<file path="src/rtl/sc_pkg.sv">
package sc_pkg;
  typedef enum logic [1:0] {
    CAL_NONE = 2'b00,
    CAL_SELF = 2'b01
  } cal_state_e;

  localparam int unsigned RATE_MAX = 7;

  function automatic logic [2:0] sat_rate(input logic [5:0] code);
    return (code > 6'(RATE_MAX)) ? 3'(RATE_MAX) : code[2:0];
  endfunction
endpackage

</file>
<file path="src/rtl/sc_clk_div.sv">
module sc_clk_div #(
  parameter int unsigned DIV_MAX = 4096,
  localparam int unsigned CNT_W  = $clog2(DIV_MAX)
) (
  input  logic       clk_i,
  input  logic       rst_ni,
  input  logic       load_i,
  input  logic [2:0] shift_i,
  input  logic       run_i,
  output logic       tick_o
);
  logic [CNT_W:0]   ratio_q;
  logic [CNT_W-1:0] cnt_q;
  logic [CNT_W:0]   last_cnt;

  assign last_cnt = ratio_q - 1'b1;
  assign tick_o   = run_i && ({1'b0, cnt_q} == last_cnt);

  always_ff @(posedge clk_i or negedge rst_ni) begin
    if (!rst_ni) begin
      ratio_q <= (CNT_W+1)'(DIV_MAX);
      cnt_q   <= '0;
    end else if (load_i) begin
      ratio_q <= (CNT_W+1)'(DIV_MAX) >> shift_i;
      cnt_q   <= '0;
    end else if (run_i) begin
      cnt_q   <= tick_o ? '0 : cnt_q + 1'b1;
    end
  end
endmodule

</file>
<file path="src/rtl/sc_step_ctr.sv">
module sc_step_ctr #(
  parameter int unsigned NUM_STEPS = 64,
  parameter int unsigned IDX_W     = $clog2(NUM_STEPS)
) (
  input  logic             clk_i,
  input  logic             rst_ni,
  input  logic             clear_i,
  input  logic             adv_i,
  output logic [IDX_W-1:0] idx_o,
  output logic             last_o
);
  logic [IDX_W-1:0] idx_q;

  assign idx_o  = idx_q;
  assign last_o = (idx_q == IDX_W'(NUM_STEPS - 1));

  always_ff @(posedge clk_i or negedge rst_ni) begin
    if (!rst_ni)      idx_q <= '0;
    else if (clear_i) idx_q <= '0;
    else if (adv_i)   idx_q <= last_o ? '0 : idx_q + 1'b1;
  end
endmodule

</file>
<file path="src/rtl/sc_result_stub.sv">
module sc_result_stub #(
  parameter int unsigned IDX_W = 6,
  parameter int unsigned RES_W = 8
) (
  input  logic [IDX_W-1:0] idx_i,
  output logic [RES_W-1:0] res_o
);
  // stand-in for the analog measurement: 5*idx + 3
  localparam int unsigned W = (IDX_W > RES_W) ? IDX_W : RES_W;
  logic [W+2:0] prod;

  assign prod  = (W+3)'(idx_i) * (W+3)'(5) + (W+3)'(3);
  assign res_o = prod[RES_W-1:0];
endmodule

</file>
<file path="src/rtl/sc_selfcal_seq.sv">
module sc_selfcal_seq #(
  parameter int unsigned NUM_STEPS = 64,
  parameter int unsigned DIV_MAX   = 4096,
  parameter int unsigned RES_W     = 8,
  parameter int unsigned IDX_W     = $clog2(NUM_STEPS)
) (
  input  logic             clk_i,
  input  logic             rst_ni,
  input  logic             start_set_i,
  input  logic [5:0]       rate_i,
  input  logic [3:0]       mem_en_i,
  output logic             busy_o,
  output logic             start_bit_o,
  output logic             step_stb_o,
  output logic [IDX_W-1:0] step_idx_o,
  output logic [RES_W-1:0] step_res_o,
  output logic             done_o,
  output logic [1:0]       cal_state_o
);
  import sc_pkg::*;

  logic       busy_q, start_q;
  cal_state_e state_q;
  logic       go, tick, last;

  assign go = start_set_i && !busy_q && (mem_en_i == 4'b0000);

  sc_clk_div #(.DIV_MAX(DIV_MAX)) i_div (
    .clk_i   (clk_i),
    .rst_ni  (rst_ni),
    .load_i  (go),
    .shift_i (sat_rate(rate_i)),
    .run_i   (busy_q),
    .tick_o  (tick)
  );

  sc_step_ctr #(.NUM_STEPS(NUM_STEPS), .IDX_W(IDX_W)) i_ctr (
    .clk_i   (clk_i),
    .rst_ni  (rst_ni),
    .clear_i (go),
    .adv_i   (tick),
    .idx_o   (step_idx_o),
    .last_o  (last)
  );

  sc_result_stub #(.IDX_W(IDX_W), .RES_W(RES_W)) i_stub (
    .idx_i (step_idx_o),
    .res_o (step_res_o)
  );

  assign step_stb_o  = tick;
  assign done_o      = tick && last;
  assign busy_o      = busy_q;
  assign start_bit_o = start_q;
  assign cal_state_o = state_q;

  always_ff @(posedge clk_i or negedge rst_ni) begin
    if (!rst_ni) begin
      busy_q  <= 1'b0;
      start_q <= 1'b0;
      state_q <= CAL_NONE;
    end else if (go) begin
      busy_q  <= 1'b1;
      start_q <= 1'b1;
      state_q <= CAL_NONE;
    end else if (done_o) begin
      busy_q  <= 1'b0;
      start_q <= 1'b0;
      state_q <= CAL_SELF;
    end
  end
endmodule

</file>
<file path="config.mk">
export PLATFORM = sky130hd
export DESIGN_NAME = sc_selfcal_seq
export DESIGN_NICKNAME = d
export VERILOG_FILES = /design/src/rtl/sc_pkg.sv /design/src/rtl/sc_clk_div.sv /design/src/rtl/sc_step_ctr.sv /design/src/rtl/sc_result_stub.sv /design/src/rtl/sc_selfcal_seq.sv
export SDC_FILE = /design/constraint.sdc
export NUM_CORES = 1
export LEC_CHECK = 0
export ABC_AREA = 1
export CAP_MARGIN = 0
export CORE_ASPECT_RATIO = 2
export CORE_UTILIZATION = 40
export CTS_CLUSTER_DIAMETER = 100
export DETAILED_ROUTE_END_ITERATION = 10
export PLACE_DENSITY = 0.73
export SLEW_MARGIN = 10
export SYNTH_ARGS = -nofsm -noshare
export SYNTH_HDL_FRONTEND = slang
export SYNTH_HIERARCHICAL = 1
export SYNTH_SLANG_ARGS = --single-unit
</file>
<file path="constraint.sdc">
create_clock -name clk_i -period 1.9 [get_ports clk_i]
set_input_delay 0.19 -clock clk_i [delete_from_list [all_inputs] [get_ports clk_i]]
set_output_delay 0.19 -clock clk_i [all_outputs]
set_load 0.03 [all_outputs]
</file>
==> metrics.cfg, run 1 <==
[worst_hold_path]
min_path_type = in2async

[sta]
slew_viol_final = 0
fin_crit_sh = 1.22
worst_slack_ns = -0.412
setup_viol = 26
fmax_ghz = 0.433
period_minus_slack_ns = 2.31
final.setup.tns_ns = -4.62
rsz0062_at_grt = true
final.setup_skew_ns = 0.00850
hold_viol = 0

[yosys]
ys_types = 33
syn_avg_cell_area_sq_um = 6.79
synthMuxAreaShare = 0
synth_area_leaders = dfrtp_1 29%, nand2_1 16%, ha_1 8.7%
synth_area_sq_um = 2300
synth_top_family_by_area = simple AND/OR/NAND/NOR gates
ys_ff_latch = 28
yosys.area_share.simple = 0.379
yosysWarningCount = 6
synth_edf_count = 0
synth_top_area_share = 0.294
synth_fa_ha_area_frac = 0.0957
synth-seq-area-share = 0.305
synth_xor_area_frac = 0.0305
async_flop_share = 1.00
synth_fp_nets = 369
yosys.area.top_type = dfrtp_1
syn-instance-count = 339
dominantRegCellSynth = dfrtp_1
synth_compound_area_frac = 0.0821

[setup_path]
crit_path_end_kind = output port
crit_path_max_fanout = 4
slowest_stage = dfrtp_2
cp_cell_sequence = ha_4, ha_4, ha_4, nand2_4, inv_4, nand3_4, nand2_2, nand2_2, nand2_4, buf_6
crit_path_max_incr_delay_ns = 0.48
cp.required_ns = 1.71
ff2ff_setup_slack_ns = -0.32
crit_type = reg2out
arrival_ns = 2.12
worstReg2RegEnd = i_ctr/idx_o[5]$_DFFE_PN0P_
crit_path_frequent_cell = ha_4
r2r_start = i_div/ratio_q[6]$_DFFE_PN0P_
reg2reg_depth = 17
critPathLaunchType = flop

[floorplanning]
io_pins = 33
core_sq_um = 5470
die_w_microns = 55.6
start_util = 0.421
die-height_microns = 109
rows = 38
dieArea_sq_um = 6080

[run]
max_cap_violations = 0

[detailed_routing]
drtIter0Drc = 94
route.antenna.remaining_nets = 0
drt-pass1-iter-count = 4
drt_wl_total_microns = 7960
via_count = 2606
drc = 0
via_per_inst = 5.33
wl_per_cell_microns = 16.3

[final_layout]
layout_common_cells = 72 x nand2_1, 44 x inv_1, 43 x buf_4
syn2layout_area_growth_pct = 61.1
fin_area_sq_um = 3710
fillers = 410
post_route_cells_drive_above_1_share = 0.443
multiInputGateArea_sq_um = 1820
final-seq-area_sq_um = 712
diodes = 0
nNetsFinal = 460
mostFrequentLayoutCell = nand2_1

[pwr]
combPwrFrac = 0.049
p_seq_frac = 0.580
cellPowerDensity_nw_per_um2 = 277
p_leak_uw = 0.00172
clockPowerShare = 0.371
ir_worst_vdd_mv = 0.327
intPower_uw = 808
switching_share = 0.214
switchingPower_uw = 220

[placed_design]
gp_congestion = 0.900
placed_area_sq_um = 3120
port-buffer-count = 31
dp_hpwl_microns = 5240

[global_routing]
grt_max_degree = 29
overflow = 0
antenna_found_initial = 0
grt_pass1_wl_microns = 11100
track_usage = 0.236
grt_pass1_vias = 2581

[cts]
clk-insertion-delay-late_ns = 0.28
cts_tree = yes
numCtsBuffers = 3
ctsHoldBuffers = 0
clockBufferDepth = 2
root_buffer = clkbuf_8
htree_levels = 1
clock_sinks = 28
clk_pin_slew_ns = 0.10

[status]
failed_checks = negative setup slack
status = complete, but fails checks

-- per-layer routing --
metal	global-route usage	wire [microns]	up-vias
met2	0.495	4670	93
li1	-	-	1243
met1	0.192	2340	1216
met5	0	0	-
met3	0.0214	210	54
met4	0.175	735	0
-- cells in the mapped netlist, types with 2 or more instances --
library cell  count
nor3_1            2
buf_4             2
nand3_1          27
inv_1            52
dfrtp_1          27
inv_2             6
o211ai_1          2
o21ai_0           8
o21ai_1           4
nand2_1          96
xnor2_1           2
nand3_2           3
nor3_2            3
ha_1             16
nand2_2           8
o22ai_1           8
clkbuf_1          2
a21oi_1           6
o21ai_2           2
nor2_2           11
xor2_1            6
nor2_1           33
nor2_4            3
-- power by group through the flow --
stage	combinational, uW	sequential, uW	clock [uW]
2_1_floorplan	12.2	607	0
3_3_place_gp	51.3	607	0
3_5_place_dp	51.8	607	0
4_1_cts	51.9	596	390
5_1_grt	56.0	596	423
6_report	50.6	595	381
-- sequential cells by signal, summed over array words and instances (netlist names) --
| name | cells |
|---|---|
| i_div/cnt_q | 12 |
| start_bit_o | 1 |
| i_ctr/idx_o | 6 |
| i_div/ratio_q | 8 |
| cal_state_o | 1 |
-- kinds of logic after synthesis --
| logic type | Yosys count |
|---|---|
| other | 1 |
| DFF | 28 |
| xor gates and xnor gates | 8 |
| adders and majority gates | 17 |
| AOI/OAI and AO/OA | 32 |
| and+or+nand+nor | 190 |
| buffers and inverters | 63 |
-- layout make-up --
| cell class | count | area share |
|---|---|---|
| clock buffer | 4 | 0.0149 |
| inverter | 59 | 0.0618 |
| multi-input combinational | 249 | 0.492 |
| sequential | 28 | 0.192 |
| tap | 60 | 0.0203 |
| timing repair buffer | 89 | 0.219 |
-- what timing repair did --
action | in CTS | in global routing
resized for setup | 49 | 52
endpoints found under the setup margin | 15 | 26
gates cloned | 0 | 1
pin swaps | 25 | 28
buffers inserted | 14 | 10
-- worst max path at each step --
stage                                       startpoint                    endpoint  slack, ns  cells past startpoint
after floorplan           i_div/ratio_q[5]$_DFFE_PN0P_  i_ctr/idx_o[5]$_DFFE_PN0P_      -0.12                     15
after global placement      i_ctr/idx_o[2]$_DFFE_PN0P_               step_res_o[7]      -0.17                     10
after detailed placement    i_ctr/idx_o[3]$_DFFE_PN0P_               step_res_o[7]      -0.19                     10
after CTS                   i_ctr/idx_o[2]$_DFFE_PN0P_               step_res_o[7]      -0.34                     10
after global routing      i_div/ratio_q[6]$_DFFE_PN0P_                      done_o      -0.46                     12
final                       i_ctr/idx_o[2]$_DFFE_PN0P_               step_res_o[7]      -0.41                     10
-- critical path: cells and delay by family, from the launching register on --
kind          cells  cell delay (ns)
simple gates      5             0.38
flops             1             0.48
buf+inv           2             0.19
fa+ha+maj         3             0.80
-- per-stage QoR --
| stage | hold WS, ns | total power (uW) | cells | util | setup WS (ns) |
|---|---|---|---|---|---|
| after floorplan | -0.106 | 620 | 339 | - | -0.121 |
| after global placement | 0.491 | 658 | 468 | 0.570 | -0.174 |
| after detailed placement | 0.496 | 659 | 468 | 0.570 | -0.192 |
| after CTS | 0.297 | 1040 | 486 | 0.639 | -0.340 |
| after global routing | 0.309 | 1070 | 489 | 0.678 | -0.461 |
| final | 0.283 | 1030 | 489 | 0.678 | -0.412 |
No activity file was read; power rests on OpenSTA's default activity.
==> run 2: changes to the inputs <==
SETUP_SLACK_MARGIN = 0.5   (was unset)
==> run 2 against run 1 <==
The run still ends with negative setup slack left. Clock power fell by 5.2%. Global-route usage grew 3.4 points. Routed wire length increased by 4.5%. Critical endpoint is now done_o.
==> metrics.cfg, run 2 (same netlist as run 1, synthesis figures left out) <==
[floorplanning]
start_util = 0.421
io_pins = 33
die-height_microns = 109
die_w_microns = 55.6
dieArea_sq_um = 6080
core_sq_um = 5470
rows = 38

[run]
max_cap_violations = 0

[sta]
rsz0062_at_grt = true
fin_crit_sh = 1.22
worst_slack_ns = -0.421
fmax_ghz = 0.431
period_minus_slack_ns = 2.32
setup_viol = 25
final.setup_skew_ns = 0.0132
hold_viol = 0
slew_viol_final = 0

[setup_path]
cp.required_ns = 1.71
critPathLaunchType = flop
crit_path_frequent_cell = nand2_2
crit_path_end_kind = output port
crit_path_max_incr_delay_ns = 0.38
arrival_ns = 2.13
cp_cell_sequence = inv_2, ha_4, inv_2, nand2_2, nand3_2, nor2_4, nand2_2, nor2_2, nand2_2, nor2_4, nand2_4, clkinv_4, buf_6
crit_path_max_fanout = 3
crit_type = reg2out
slowest_stage = dfrtp_1

[pwr]
p_total_uw = 1010
p_leak_uw = 0.00182
switching_share = 0.234
clockPowerShare = 0.357
combPwrFrac = 0.054
cellPowerDensity_nw_per_um2 = 258
ir_worst_vdd_mv = 0.362
intPower_uw = 774
switchingPower_uw = 237
p_seq_frac = 0.589

[detailed_routing]
via_per_inst = 5.45
route.antenna.remaining_nets = 0
wl_per_cell_microns = 16.8
via_count = 2699
drt_wl_total_microns = 8320
wl_met3_microns = 267
dr_wl_met2_microns = 4800
drtIter0Drc = 102
drc = 0
routedLengthMet1_microns = 2620
drt-pass1-iter-count = 4
top_layer_used = met4

[final_layout]
fillers = 374
multiInputGateArea_sq_um = 1940
largest-register = i_div/cnt_q
post_route_cells_drive_above_1_share = 0.536
largest_reg_flops = 12
diodes = 0
nNetsFinal = 466
final-seq-area_sq_um = 713
layout_common_cells = 71 x nand2_1, 40 x inv_1, 38 x buf_6
syn2layout_area_growth_pct = 70.1
mostFrequentLayoutCell = nand2_1
fin_util = 0.716

[cts]
clock_sinks = 28
numCtsBuffers = 3
htree_levels = 1
cts_tree = yes
ctsHoldBuffers = 0
clockBufferDepth = 2
clk-insertion-delay-late_ns = 0.30
clk_pin_slew_ns = 0.11
root_buffer = clkbuf_8

[placed_design]
dpl_worst_slack_ns = -0.220
dp_hpwl_microns = 5200
gp_congestion = 0.929
port-buffer-count = 31

[status]
status = complete, but fails checks
failed_checks = negative setup slack

[worst_hold_path]
min_path_type = in2async

[global_routing]
overflow = 0
grt_pass1_vias = 2775
antenna_found_initial = 0
track_usage = 0.270
grt_pass1_wl_microns = 12600
grt_max_degree = 29

-- run 2: cell count changes in the layout (fill, tap and decap cells not counted), sizes merged --
cell           delta
clkdlybuf4s50    -10
clkdlybuf4s15     +2
buf              +14
-- run 2: routing by layer --
layer,GRT usage,vias up
li1,-,1260
met1,0.226,1307
met2,0.547,88
met3,0.0308,44
met4,0.216,0
met5,0,-
-- run 2: final cells by class --
cell class,instances,share of cell area
tap,60,0.0192
timing repair buffer,95,0.230
inverter,59,0.0611
sequential,28,0.182
clock buffer,4,0.0115
multi-input combinational,249,0.496
-- run 2: power groups by stage --
stage	logic (uW)	clock network, uW	registers, uW
2_1_floorplan	12.2	0	607
3_3_place_gp	51.2	0	607
3_5_place_dp	53.1	0	607
4_1_cts	54.3	370	595
5_1_grt	59.0	398	596
6_report	54.1	361	595
-- run 2: worst paths after layout --
path / startpoint / end / slack (ns) / cells past startpoint
worst max-delay path: i_div/ratio_q[6]$_DFFE_PN0P_ / done_o / -0.42 / 13
worst min-delay path: rst_ni / i_div/cnt_q[8]$_DFFE_PN0P_ / 0.28 / 2
worst max register to register: i_div/ratio_q[6]$_DFFE_PN0P_ / i_ctr/idx_o[0]$_DFFE_PN0P_ / -0.39 / 15
worst min register to register: i_div/cnt_q[11]$_DFFE_PN0P_ / i_div/cnt_q[11]$_DFFE_PN0P_ / 0.51 / 2
max in group asynchronous: rst_ni / i_div/ratio_q[12]$_DFFE_PN1P_ / 1.30 / 2
min in group clk_i: i_div/cnt_q[11]$_DFFE_PN0P_ / i_div/cnt_q[11]$_DFFE_PN0P_ / 0.51 / 2
-- run 2: timing repair --
item / CTS / global route
pin swaps: 40 / 30
endpoints found under the setup margin: 47 / 44
resized for setup: 142 / 50
endpoints found under the hold margin: 0 / 0
setup buffers: 19 / 9
gates cloned: 1 / 0
-- run 2: through the flow --
step | std cells | instance area (sq um) | hold WS [ns] | TNS, ns
CTS | 486 | 3700 | 0.279 | -3.81
global route | 495 | 3910 | 0.293 | -7.84
floorplan | 339 | 2520 | -0.106 | -0.650
global placement | 462 | 3130 | 0.493 | -0.904
finish | 495 | 3910 | 0.277 | -6.21
detailed placement | 462 | 3130 | 0.487 | -1.43
-- run 2: critical path, delay by kind of cell, from the launching register on --
kind | cells | cell delay, ns
adders and majority gates | 1 | 0.29
buffers and inverters | 4 | 0.29
DFF | 1 | 0.38
and+or+nand+nor | 8 | 0.88
==> run 3: changes to the inputs <==
CORE_MARGIN = 10   (was unset)
==> run 3 against run 2 <==
The run still ends with negative setup slack left. Global-route usage fell by 9.3 points. Register-to-register slack lost 0.03 ns. Hold slack gained 0.027 ns. Non-clock buffer count up 13. Utilization decreased by 0.38 points. Count of clock-buffer cells in the layout unchanged. Largest power group unchanged.
==> metrics.cfg, run 3 (same netlist as run 1, synthesis figures left out) <==
[detailed_routing]
drc = 0
route.antenna.remaining_nets = 0
via_count = 2769
drtIter0Drc = 135
via_per_inst = 5.44
drt_wl_total_microns = 8920
wl_per_cell_microns = 17.5
drt-pass1-iter-count = 8

[final_layout]
mostFrequentLayoutCell = nand2_1
layout_common_cells = 75 x nand2_1, 48 x buf_4, 39 x inv_1, 39 x buf_6
largest-register = i_div/cnt_q
fillers = 387
final-seq-area_sq_um = 713
diodes = 0
largest_reg_flops = 12
syn2layout_area_growth_pct = 75.1
post_route_cells_drive_above_1_share = 0.533
nNetsFinal = 479
fin_util = 0.712
multiInputGateArea_sq_um = 1920

[global_routing]
overflow = 0
grt_pass1_vias = 2876
grt_max_degree = 29
track_usage = 0.177
antenna_found_initial = 0
grt_pass1_wl_microns = 13000

[sta]
final.setup_skew_ns = 0.00409
fmax_ghz = 0.431
fin_crit_sh = 1.22
hold_viol = 0
setup_viol = 26
slew_viol_final = 0
worst_slack_ns = -0.420
period_minus_slack_ns = 2.32
final.setup.tns_ns = -6.07
rsz0062_at_grt = true
whs_ns = 0.305

[pwr]
cellPowerDensity_nw_per_um2 = 290
combPwrFrac = 0.048
p_leak_uw = 0.00189
intPower_uw = 911
clockPowerShare = 0.444
p_seq_frac = 0.509
p_total_uw = 1170
ir_worst_vdd_mv = 0.577
switchingPower_uw = 259
switching_share = 0.221

[cts]
root_buffer = clkbuf_16
clock_sinks = 28
ctsHoldBuffers = 0
htree_levels = 1
clockBufferDepth = 2
clk_pin_slew_ns = 0.07
cts_tree = yes
clk-insertion-delay-late_ns = 0.27
numCtsBuffers = 3

[setup_path]
crit_type = reg2reg
critPathLaunchType = flop
arrival_ns = 2.51
crit_path_max_fanout = 4
crit_path_end_kind = flop
cp.required_ns = 2.09

[status]
status = complete, but fails checks
failed_checks = negative setup slack

[floorplanning]
dieArea_sq_um = 9370
rows = 39
io_pins = 33
start_util = 0.406
die_w_microns = 73.6
die-height_microns = 127
core_sq_um = 5660

[placed_design]
gp_congestion = 0.924
dp_hpwl_microns = 5590
port-buffer-count = 31

[run]
max_cap_violations = 0

[worst_hold_path]
min_path_type = in2async

## run 3: changes by cell type in the layout (fill, tap and decap cells not counted), sizes merged
cell / delta
clkbuf: +3
buf: +10
## run 3: metrics by stage
stage	instance area [sq um]	instances	worst slack (ns)
final	4030	509	-0.420
after CTS	3750	499	-0.327
after floorplan	2520	339	-0.112
after global placement	3180	470	-0.134
after detailed placement	3180	470	-0.197
after global routing	4030	509	-0.497
## run 3: worst paths after layout
kind                                               from                            end  slack (ns)  cells past startpoint
setup / recovery           i_div/ratio_q[5]$_DFFE_PN0P_     i_ctr/idx_o[3]$_DFFE_PN0P_       -0.42                     16
hold / removal                                   rst_ni     i_div/cnt_q[8]$_DFFE_PN0P_        0.30                      2
setup reg to reg           i_div/ratio_q[5]$_DFFE_PN0P_     i_ctr/idx_o[3]$_DFFE_PN0P_       -0.42                     16
hold reg to reg             i_div/cnt_q[11]$_DFFE_PN0P_    i_div/cnt_q[11]$_DFFE_PN0P_        0.53                      2
max in group asynchronous                        rst_ni  i_div/ratio_q[12]$_DFFE_PN1P_        1.26                      2
min in group clk_i          i_div/cnt_q[11]$_DFFE_PN0P_    i_div/cnt_q[11]$_DFFE_PN0P_        0.53                      2
## run 3: routing by layer
metal  up-vias  GRT usage  wire length, microns
met5         -          0                     0
met4         0      0.122                   760
met3        48     0.0202                   283
met2        90      0.360                  5200
met1      1350      0.139                  2670
li1       1281          -                     -
## run 3: final cells by class
type | instances | area share
clock buffers | 4 | 0.0196
inverters | 59 | 0.0587
multi-input cells | 249 | 0.477
flip-flops and latches | 28 | 0.177
well taps | 61 | 0.0189
repair buffers | 108 | 0.249
## run 3: critical path: stages (launching register included)
cell     delay [ns]
dfrtp_1        0.40
inv_2          0.09
ha_4           0.17
nand2_2        0.08
nor2_4         0.12
nand2_2        0.07
nand3_2        0.09
nand3_2        0.07
nor2_2         0.13
nand2_2        0.07
nor2_4         0.24
buf_6          0.14
buf_6          0.11
nor2_4         0.05
o21ai_2        0.16
nand2_1        0.10
nor2_2         0.15
## run 3: what timing repair did
action	4_1_cts	5_1_grt
gates resized for setup	121	62
endpoints found under the setup margin	47	41
setup buffers	23	10
gates cloned	2	0
pin swaps	25	37
## run 3: power by group through the flow
stage / registers (uW) / clock network (uW) / logic (uW)
after global placement: 607 / 0 / 52.8
after global routing: 595 / 542 / 60.2
after floorplan: 607 / 0 / 12.2
after detailed placement: 607 / 0 / 53.2
final: 595 / 519 / 55.6
after CTS: 595 / 513 / 54.3
